File: src/rtl/xbar_prog_pkg.sv
package xbar_prog_pkg;

  typedef enum logic [1:0] {S_IDLE, S_PULSE, S_WAIT} seq_state_e;

  // one bit per column: 1 = low-resistance (active) target
  typedef struct packed {
    logic pos_act;
    logic neg_act;
  } cell_pair_t;

  function automatic cell_pair_t decode_weight(input logic [1:0] code, input logic binary);
    cell_pair_t p;
    if (binary) begin
      p.pos_act = ~code[1];
      p.neg_act = code[1];
    end else begin
      p.pos_act = (code == 2'b01);
      p.neg_act = (code == 2'b11);
    end
    return p;
  endfunction

endpackage

File: src/rtl/xbar_weight_map.sv
module xbar_weight_map
  import xbar_prog_pkg::*;
(
  input  logic [1:0] code,
  input  logic       binary,
  output cell_pair_t pair
);
  always_comb pair = decode_weight(code, binary);
endmodule

File: src/rtl/xbar_ramp.sv
module xbar_ramp #(
  parameter int AMP_W = 8
) (
  input  logic             clk,
  input  logic             rst_n,
  input  logic             hyb_en,
  input  logic             load,
  input  logic             load_act,
  input  logic             adv,
  input  logic             adv_act,
  input  logic             near,
  input  logic [AMP_W-1:0] fine_start,
  input  logic [AMP_W-1:0] fine_step,
  input  logic [AMP_W-1:0] coarse_start,
  input  logic [AMP_W-1:0] coarse_step,
  output logic [AMP_W-1:0] amp,
  output logic             coarse_mode
);

  function automatic logic [AMP_W-1:0] sat_add(input logic [AMP_W-1:0] a, input logic [AMP_W-1:0] b);
    logic [AMP_W:0] s;
    s = {1'b0, a} + {1'b0, b};
    return s[AMP_W] ? {AMP_W{1'b1}} : s[AMP_W-1:0];
  endfunction

  logic load_coarse, next_coarse;
  assign load_coarse = ~load_act | hyb_en;
  assign next_coarse = coarse_mode & ~(adv_act & near);

  always_ff @(posedge clk or negedge rst_n) begin
    if (!rst_n) begin
      amp         <= '0;
      coarse_mode <= 1'b0;
    end else if (load) begin
      coarse_mode <= load_coarse;
      amp         <= load_coarse ? coarse_start : fine_start;
    end else if (adv) begin
      coarse_mode <= next_coarse;
      amp         <= sat_add(amp, next_coarse ? coarse_step : fine_step);
    end
  end


  amp_mono_chk: assert property (@(posedge clk) disable iff (!rst_n)
    (adv && !load) |=> amp >= $past(amp));

endmodule

File: src/rtl/xbar_pulse_tally.sv
module xbar_pulse_tally #(
  parameter int CNT_W = 16
) (
  input  logic             clk,
  input  logic             rst_n,
  input  logic             pulse,
  input  logic             coarse,
  output logic [CNT_W-1:0] cnt_fine,
  output logic [CNT_W-1:0] cnt_coarse
);

  for (genvar g = 0; g < 2; g++) begin : g_sch
    logic [CNT_W-1:0] cnt_q;
    always_ff @(posedge clk or negedge rst_n) begin
      if (!rst_n)                            cnt_q <= '0;
      else if (pulse && (coarse == 1'(g)))   cnt_q <= cnt_q + 1'b1;
    end
  end

  assign cnt_fine   = g_sch[0].cnt_q;
  assign cnt_coarse = g_sch[1].cnt_q;

  logic [CNT_W:0] total;
  assign total = {1'b0, cnt_fine} + {1'b0, cnt_coarse};


  tally_step_chk: assert property (@(posedge clk) disable iff (!rst_n)
    total == $past(total) + (CNT_W+1)'($past(pulse)));

endmodule

File: src/rtl/xbar_prog_seq.sv
module xbar_prog_seq
  import xbar_prog_pkg::*;
#(
  parameter int N_CELLS       = 4,
  parameter int AMP_W         = 8,
  parameter int ERR_W         = 8,
  parameter int CNT_W         = 16,
  parameter int FINE_PULSES   = 30,
  parameter int COARSE_PULSES = 3,
  localparam int ADDR_W = (N_CELLS > 1) ? $clog2(N_CELLS) : 1
) (
  input  logic              clk,
  input  logic              rst_n,
  input  logic              bin_mode,
  input  logic              hyb_en,
  input  logic [AMP_W-1:0]  cfg_fine_start,
  input  logic [AMP_W-1:0]  cfg_fine_step,
  input  logic [AMP_W-1:0]  cfg_coarse_start,
  input  logic [AMP_W-1:0]  cfg_coarse_step,
  input  logic [ERR_W-1:0]  cfg_tol_lrs,
  input  logic [ERR_W-1:0]  cfg_tol_hrs,
  input  logic [ERR_W-1:0]  cfg_near_win,
  input  logic              w_valid,
  input  logic [1:0]        w_code,
  output logic              w_ready,
  output logic              pulse_valid,
  output logic [ADDR_W-1:0] pulse_addr,
  output logic              pulse_col,
  output logic              pulse_set,
  output logic [AMP_W-1:0]  pulse_amp,
  input  logic              rd_valid,
  input  logic [ERR_W-1:0]  rd_err,
  output logic              fault_valid,
  output logic [ADDR_W-1:0] fault_addr,
  output logic              fault_col,
  output logic              done,
  output logic [CNT_W-1:0]  cnt_fine,
  output logic [CNT_W-1:0]  cnt_coarse
);

  localparam int IDX_W = $clog2(FINE_PULSES + 1);
  localparam logic [ADDR_W-1:0] LAST_ADDR = ADDR_W'(N_CELLS - 1);

  seq_state_e        state;
  cell_pair_t        pair, new_pair;
  logic [ADDR_W-1:0] addr;
  logic              col;
  logic [IDX_W-1:0]  idx;
  logic              fault_q, done_q;
  logic [ADDR_W-1:0] fault_addr_q;
  logic              fault_col_q;

  // named events shared with the assertions
  logic             act_tgt, accept, rd_take, pass, give_up, retry, cell_end, near, coarse_mode;
  logic             ramp_load, ramp_load_act;
  logic [IDX_W-1:0] budget;
  logic [ERR_W-1:0] tol;

  xbar_weight_map u_map (.code(w_code), .binary(bin_mode), .pair(new_pair));

  assign act_tgt  = col ? pair.neg_act : pair.pos_act;
  assign budget   = act_tgt ? IDX_W'(FINE_PULSES) : IDX_W'(COARSE_PULSES);
  assign tol      = act_tgt ? cfg_tol_lrs : cfg_tol_hrs;
  assign accept   = (state == S_IDLE) && w_valid;
  assign rd_take  = (state == S_WAIT) && rd_valid;
  assign pass     = rd_take && (rd_err <= tol);
  assign give_up  = rd_take && !pass && (idx == budget);
  assign retry    = rd_take && !pass && (idx != budget);
  assign cell_end = pass || give_up;
  assign near     = rd_err <= cfg_near_win;
  assign ramp_load     = accept || (cell_end && !col);
  assign ramp_load_act = accept ? new_pair.pos_act : pair.neg_act;

  xbar_ramp #(.AMP_W(AMP_W)) u_ramp (
    .clk(clk), .rst_n(rst_n), .hyb_en(hyb_en),
    .load(ramp_load), .load_act(ramp_load_act),
    .adv(retry), .adv_act(act_tgt), .near(near),
    .fine_start(cfg_fine_start), .fine_step(cfg_fine_step),
    .coarse_start(cfg_coarse_start), .coarse_step(cfg_coarse_step),
    .amp(pulse_amp), .coarse_mode(coarse_mode));

  xbar_pulse_tally #(.CNT_W(CNT_W)) u_tally (
    .clk(clk), .rst_n(rst_n), .pulse(pulse_valid), .coarse(coarse_mode),
    .cnt_fine(cnt_fine), .cnt_coarse(cnt_coarse));

  always_ff @(posedge clk or negedge rst_n) begin
    if (!rst_n) begin
      state        <= S_IDLE;
      pair         <= '0;
      addr         <= '0;
      col          <= 1'b0;
      idx          <= '0;
      fault_q      <= 1'b0;
      fault_addr_q <= '0;
      fault_col_q  <= 1'b0;
      done_q       <= 1'b0;
    end else begin
      fault_q <= 1'b0;
      done_q  <= 1'b0;
      unique case (state)
        S_IDLE: if (accept) begin
          pair  <= new_pair;
          col   <= 1'b0;
          idx   <= '0;
          state <= S_PULSE;
        end
        S_PULSE: begin
          idx   <= idx + 1'b1;
          state <= S_WAIT;
        end
        S_WAIT: if (rd_take) begin
          if (give_up) begin
            fault_q      <= 1'b1;
            fault_addr_q <= addr;
            fault_col_q  <= col;
          end
          if (retry) begin
            state <= S_PULSE;
          end else if (!col) begin
            col   <= 1'b1;
            idx   <= '0;
            state <= S_PULSE;
          end else begin
            state <= S_IDLE;
            if (addr == LAST_ADDR) begin
              addr   <= '0;
              done_q <= 1'b1;
            end else begin
              addr <= addr + 1'b1;
            end
          end
        end
        default: state <= S_IDLE;
      endcase
    end
  end

  assign w_ready     = (state == S_IDLE);
  assign pulse_valid = (state == S_PULSE);
  assign pulse_addr  = addr;
  assign pulse_col   = col;
  assign pulse_set   = act_tgt;
  assign fault_valid = fault_q;
  assign fault_addr  = fault_addr_q;
  assign fault_col   = fault_col_q;
  assign done        = done_q;


  pulse_gap_chk: assert property (@(posedge clk) disable iff (!rst_n)
    pulse_valid |=> !pulse_valid);


  fine_budget_chk: assert property (@(posedge clk) disable iff (!rst_n)
    (pulse_valid && pulse_set) |-> idx < IDX_W'(FINE_PULSES));


  coarse_budget_chk: assert property (@(posedge clk) disable iff (!rst_n)
    (pulse_valid && !pulse_set) |-> idx < IDX_W'(COARSE_PULSES));


  fault_after_read_chk: assert property (@(posedge clk) disable iff (!rst_n)
    fault_valid |-> $past(rd_valid) && !pulse_set == !pulse_set);


  done_idle_chk: assert property (@(posedge clk) disable iff (!rst_n)
    done |-> (w_ready && $past(col)));


  ready_pulse_excl_chk: assert property (@(posedge clk) disable iff (!rst_n)
    $rose(pulse_valid) |-> ($past(w_valid) || $past(rd_valid)));

endmodule

File: config.mk
export PLATFORM = sky130hd
export DESIGN_NAME = xbar_prog_seq
export DESIGN_NICKNAME = d
export VERILOG_FILES = /design/src/rtl/xbar_prog_pkg.sv /design/src/rtl/xbar_weight_map.sv /design/src/rtl/xbar_ramp.sv /design/src/rtl/xbar_pulse_tally.sv /design/src/rtl/xbar_prog_seq.sv
export SDC_FILE = /design/constraint.sdc
export NUM_CORES = 1
export LEC_CHECK = 0
export BUFFER_PORTS_ARGS = -buffer_cell sky130_fd_sc_hd__buf_4
export CAP_MARGIN = 15
export CORE_ASPECT_RATIO = 0.7
export CORE_MARGIN = 3
export CORE_UTILIZATION = 51
export DETAILED_ROUTE_END_ITERATION = 8
export GPL_TIMING_DRIVEN = 1
export PLACE_DENSITY = 0.86
export SLEW_MARGIN = 20
export SYNTH_ARGS = -nofsm -noshare
export SYNTH_HDL_FRONTEND = slang
export SYNTH_SLANG_ARGS = --single-unit
export TNS_END_PERCENT = 50
File: constraint.sdc
create_clock -name clk -period 3.7 [get_ports clk]
set_input_delay 0.185 -clock clk [delete_from_list [all_inputs] [get_ports clk]]
set_output_delay 0.185 -clock clk [all_outputs]
set_load 0.05 [all_outputs]
==> flow_summary.toml <==
[synthesis]
synth_seq_area_share_pct = 39.4
synth.most_common_cell = "dfrtp_1"
syn_inst = 359
yosys_warnings = 0
synth_top_area_cell = "dfrtp_1"
synth_ff_type = "dfrtp_1"
synth_nets = 460
netlist.area_leader.share_pct = 39.4
synth_top_cells_by_count = "dfrtp_1, ha_1, xnor2_1"
ys_types = 61
avgSynthCellArea_um2 = 10.3
syn_area_um2 = 3680
synth_edf_count = 0
synth_area_leaders = "dfrtp_1, ha_1, xnor2_1, mux2_2, mux2i_1"
ys_ff_latch = 58
async_flop_share_pct = 100

[place]
dpl.hpwl_um = 7440
port_buffers = 122
gp_congestion = 0.834

[critical_path]
critPathArrivalTime_ns = 3.58
crit_path_max_fanout = 7
startpoint_type = "register"
critical_path.top_delay_family = "compound AO/OA/AOI/OAI gates"
worstPathCellList = "mux2i_4 > or3_1 > o311ai_4 > mux2_2 > ha_1 > a21oi_1 > o211ai_1 > o41ai_1 > xnor2_1 > nor3_1 > o2bb2ai_1"
end_kind = "register"
path_buf_inv = 0
r2r_setup_slack_ns = 0.33
crit_type = "register to register"
cp_data_required_time_ns = 3.91
slowest_delay_ns = 0.49
critPathSlowestCell = "dfrtp_1"

[power]
powerDensity_nw_per_um2 = 753
ir_worst_vdd_uv = 421
leakagePower_nw = 2.45

[floorplanning]
die_y_um = 77.1
io_pins = 123
rows = 25
start_util_pct = 53.5
dieArea_um2 = 8290
core-area_um2 = 6880
die_x_um = 108

[global_route]
gr-total-overflow = 0
grt_use_total_pct = 23.0
grt_start_max_net_pins = 59
grt_pass1_vias = 3305
antenna_found_initial = 0
grt_pass1_wl_um = 15500

[clocking]
cts_sinks = 58
clkTransAtPathRegs_ns = 0.07
root_buffer = "clkbuf_8"
cts-htree-levels = 3
clkLatencyLatePin_ns = 0.33
cts_setup_buffers = 0
cts_resized = 0
clockBufferDepth = 2
cts_tree = "yes"
cts_hold_repair.buffers = 1
numCtsBuffers = 9

[run]
drv_cap = 0

[layout]
area.growth.synth_to_final_pct = 33.9
layout-drive-gt1-share_pct = 34.2
diodes = 0
nNetsFinal = 593

[sta]
tightest_slew_ns = 0.716
finalSetupViolCount = 0
fin_crit_ns = 3.37
rsz0062_at_grt = "no"
tns_ns = 0
finClkSkew_ns = 0.00885
finalCritPeriodShare_pct = 91.2
max_freq_ghz = 0.297
finalHoldViolations = 0
slew_viol_final = 0
maxSlewHeadroom_pct = 52.3
holdWs_ns = 0.0659

[route]
post_drt_wl_per_cell_um = 16.0
ant_nets = 0
drt_pre_antenna_iters = 4
drc_errors = 0
viasPerCell = 5.51
vias = 3257
wl_um = 9480
drtIter0Drc = 129

[min_path]
hold_path_class = "input port to register"

[status]
status = "completed"
## metal layers
layer / global-route usage, % / vias up / share of wire (%) / wire length [µm]
li1: - / 1573 / - / -
met1: 30.2 / 1558 / 42 / 4020
met2: 39.0 / 117 / 49 / 4680
met3: 4.79 / 9 / 7.5 / 707
met4: 5.93 / 0 / 0.76 / 72
met5: 0 / - / 0 / 0
## stage by stage
| stage | util [%] | cells | setup WS, ns | power [mW] | area [µm²] |
|---|---|---|---|---|---|
| floorplan | - | 359 | 0.247 | 2.49 | 3680 |
| global placement | 68.4 | 574 | 0.464 | 3.00 | 4700 |
| detailed placement | 68.4 | 574 | 0.336 | 3.09 | 4700 |
| CTS | 71.6 | 591 | 0.388 | 3.71 | 4930 |
| global route | 71.6 | 591 | 0.0820 | 3.94 | 4930 |
| finish | 71.6 | 591 | 0.327 | 3.71 | 4930 |
## report_power, final
group	leakage (nW)	switching [mW]	total (mW)	internal [mW]
Sequential	0.763	0.196	0.985	0.789
Combinational	1.58	1.27	2.11	0.842
Clock	0.112	0.248	0.612	0.365
Total	2.45	1.71	3.71	2.00
## kinds of logic (layout without fill, tap and decap cells)
kind of cell             Yosys count  after routing  synth area share, %
XOR/XNOR                          34             34                 8.09
buffers and inverters             25            163                 3.09
multiplexers                      30             30                 9.04
AO/OA/AOI/OAI                     60             60                 12.0
AND/OR/NAND/NOR                  123            123                 18.2
adder cells (fa/ha/maj)           29             29                 10.1
flip-flops                        58             58                 39.4
## cell type report
class / instances / area (µm²)
Clock buffer: 12 / 165
Clock inverter: 4 / 48.8
Fill cell: 517 / 1950
Inverter: 20 / 75.1
Multi-Input combinational cell: 276 / 2110
Sequential cell: 58 / 1450
Tap cell: 94 / 118
Timing Repair Buffer: 127 / 956
## flip-flops by register name, summed over array words and instances, names as in the netlist
| signal | count |
|---|---|
| u_tally.cnt_coarse | 16 |
| u_tally.cnt_fine | 16 |
| u_ramp.amp | 8 |
| idx | 5 |
| fault_addr | 2 |
| pair | 2 |
| pulse_addr | 2 |
| state | 2 |
| done | 1 |
| fault_col | 1 |
| fault_valid | 1 |
| pulse_col | 1 |
| u_ramp.coarse_mode | 1 |
## path summary, 6_finish.rpt
kind,depth (start not counted),from,endpoint
max,11,pulse_col,u_ramp.amp[7]
max in group asynchronous,2,rst_n,u_ramp.coarse_mode
min in group asynchronous,2,rst_n,u_tally.cnt_coarse[13]
max reg2reg,11,pulse_col,u_ramp.amp[7]
min reg2reg,1,u_tally.cnt_coarse[15],u_tally.cnt_coarse[15]
min,2,w_code[1],pair[1]
## placed cells by master, fill, tap and decap left out, drive strengths merged, types with 6 or more instances in the layout
| cell | count |
|---|---|
| a211oi | 6 |
| a21oi | 13 |
| and3 | 6 |
| buf | 126 |
| clkbuf | 12 |
| dfrtp | 58 |
| ha | 28 |
| inv | 20 |
| mux2 | 16 |
| mux2i | 14 |
| nand2 | 20 |
| nand3 | 18 |
| nand4 | 10 |
| nor2 | 20 |
| nor3 | 16 |
| o21ai | 10 |
| xnor2 | 27 |
| xor2 | 7 |
No activity file was read; power rests on OpenSTA's default activity.
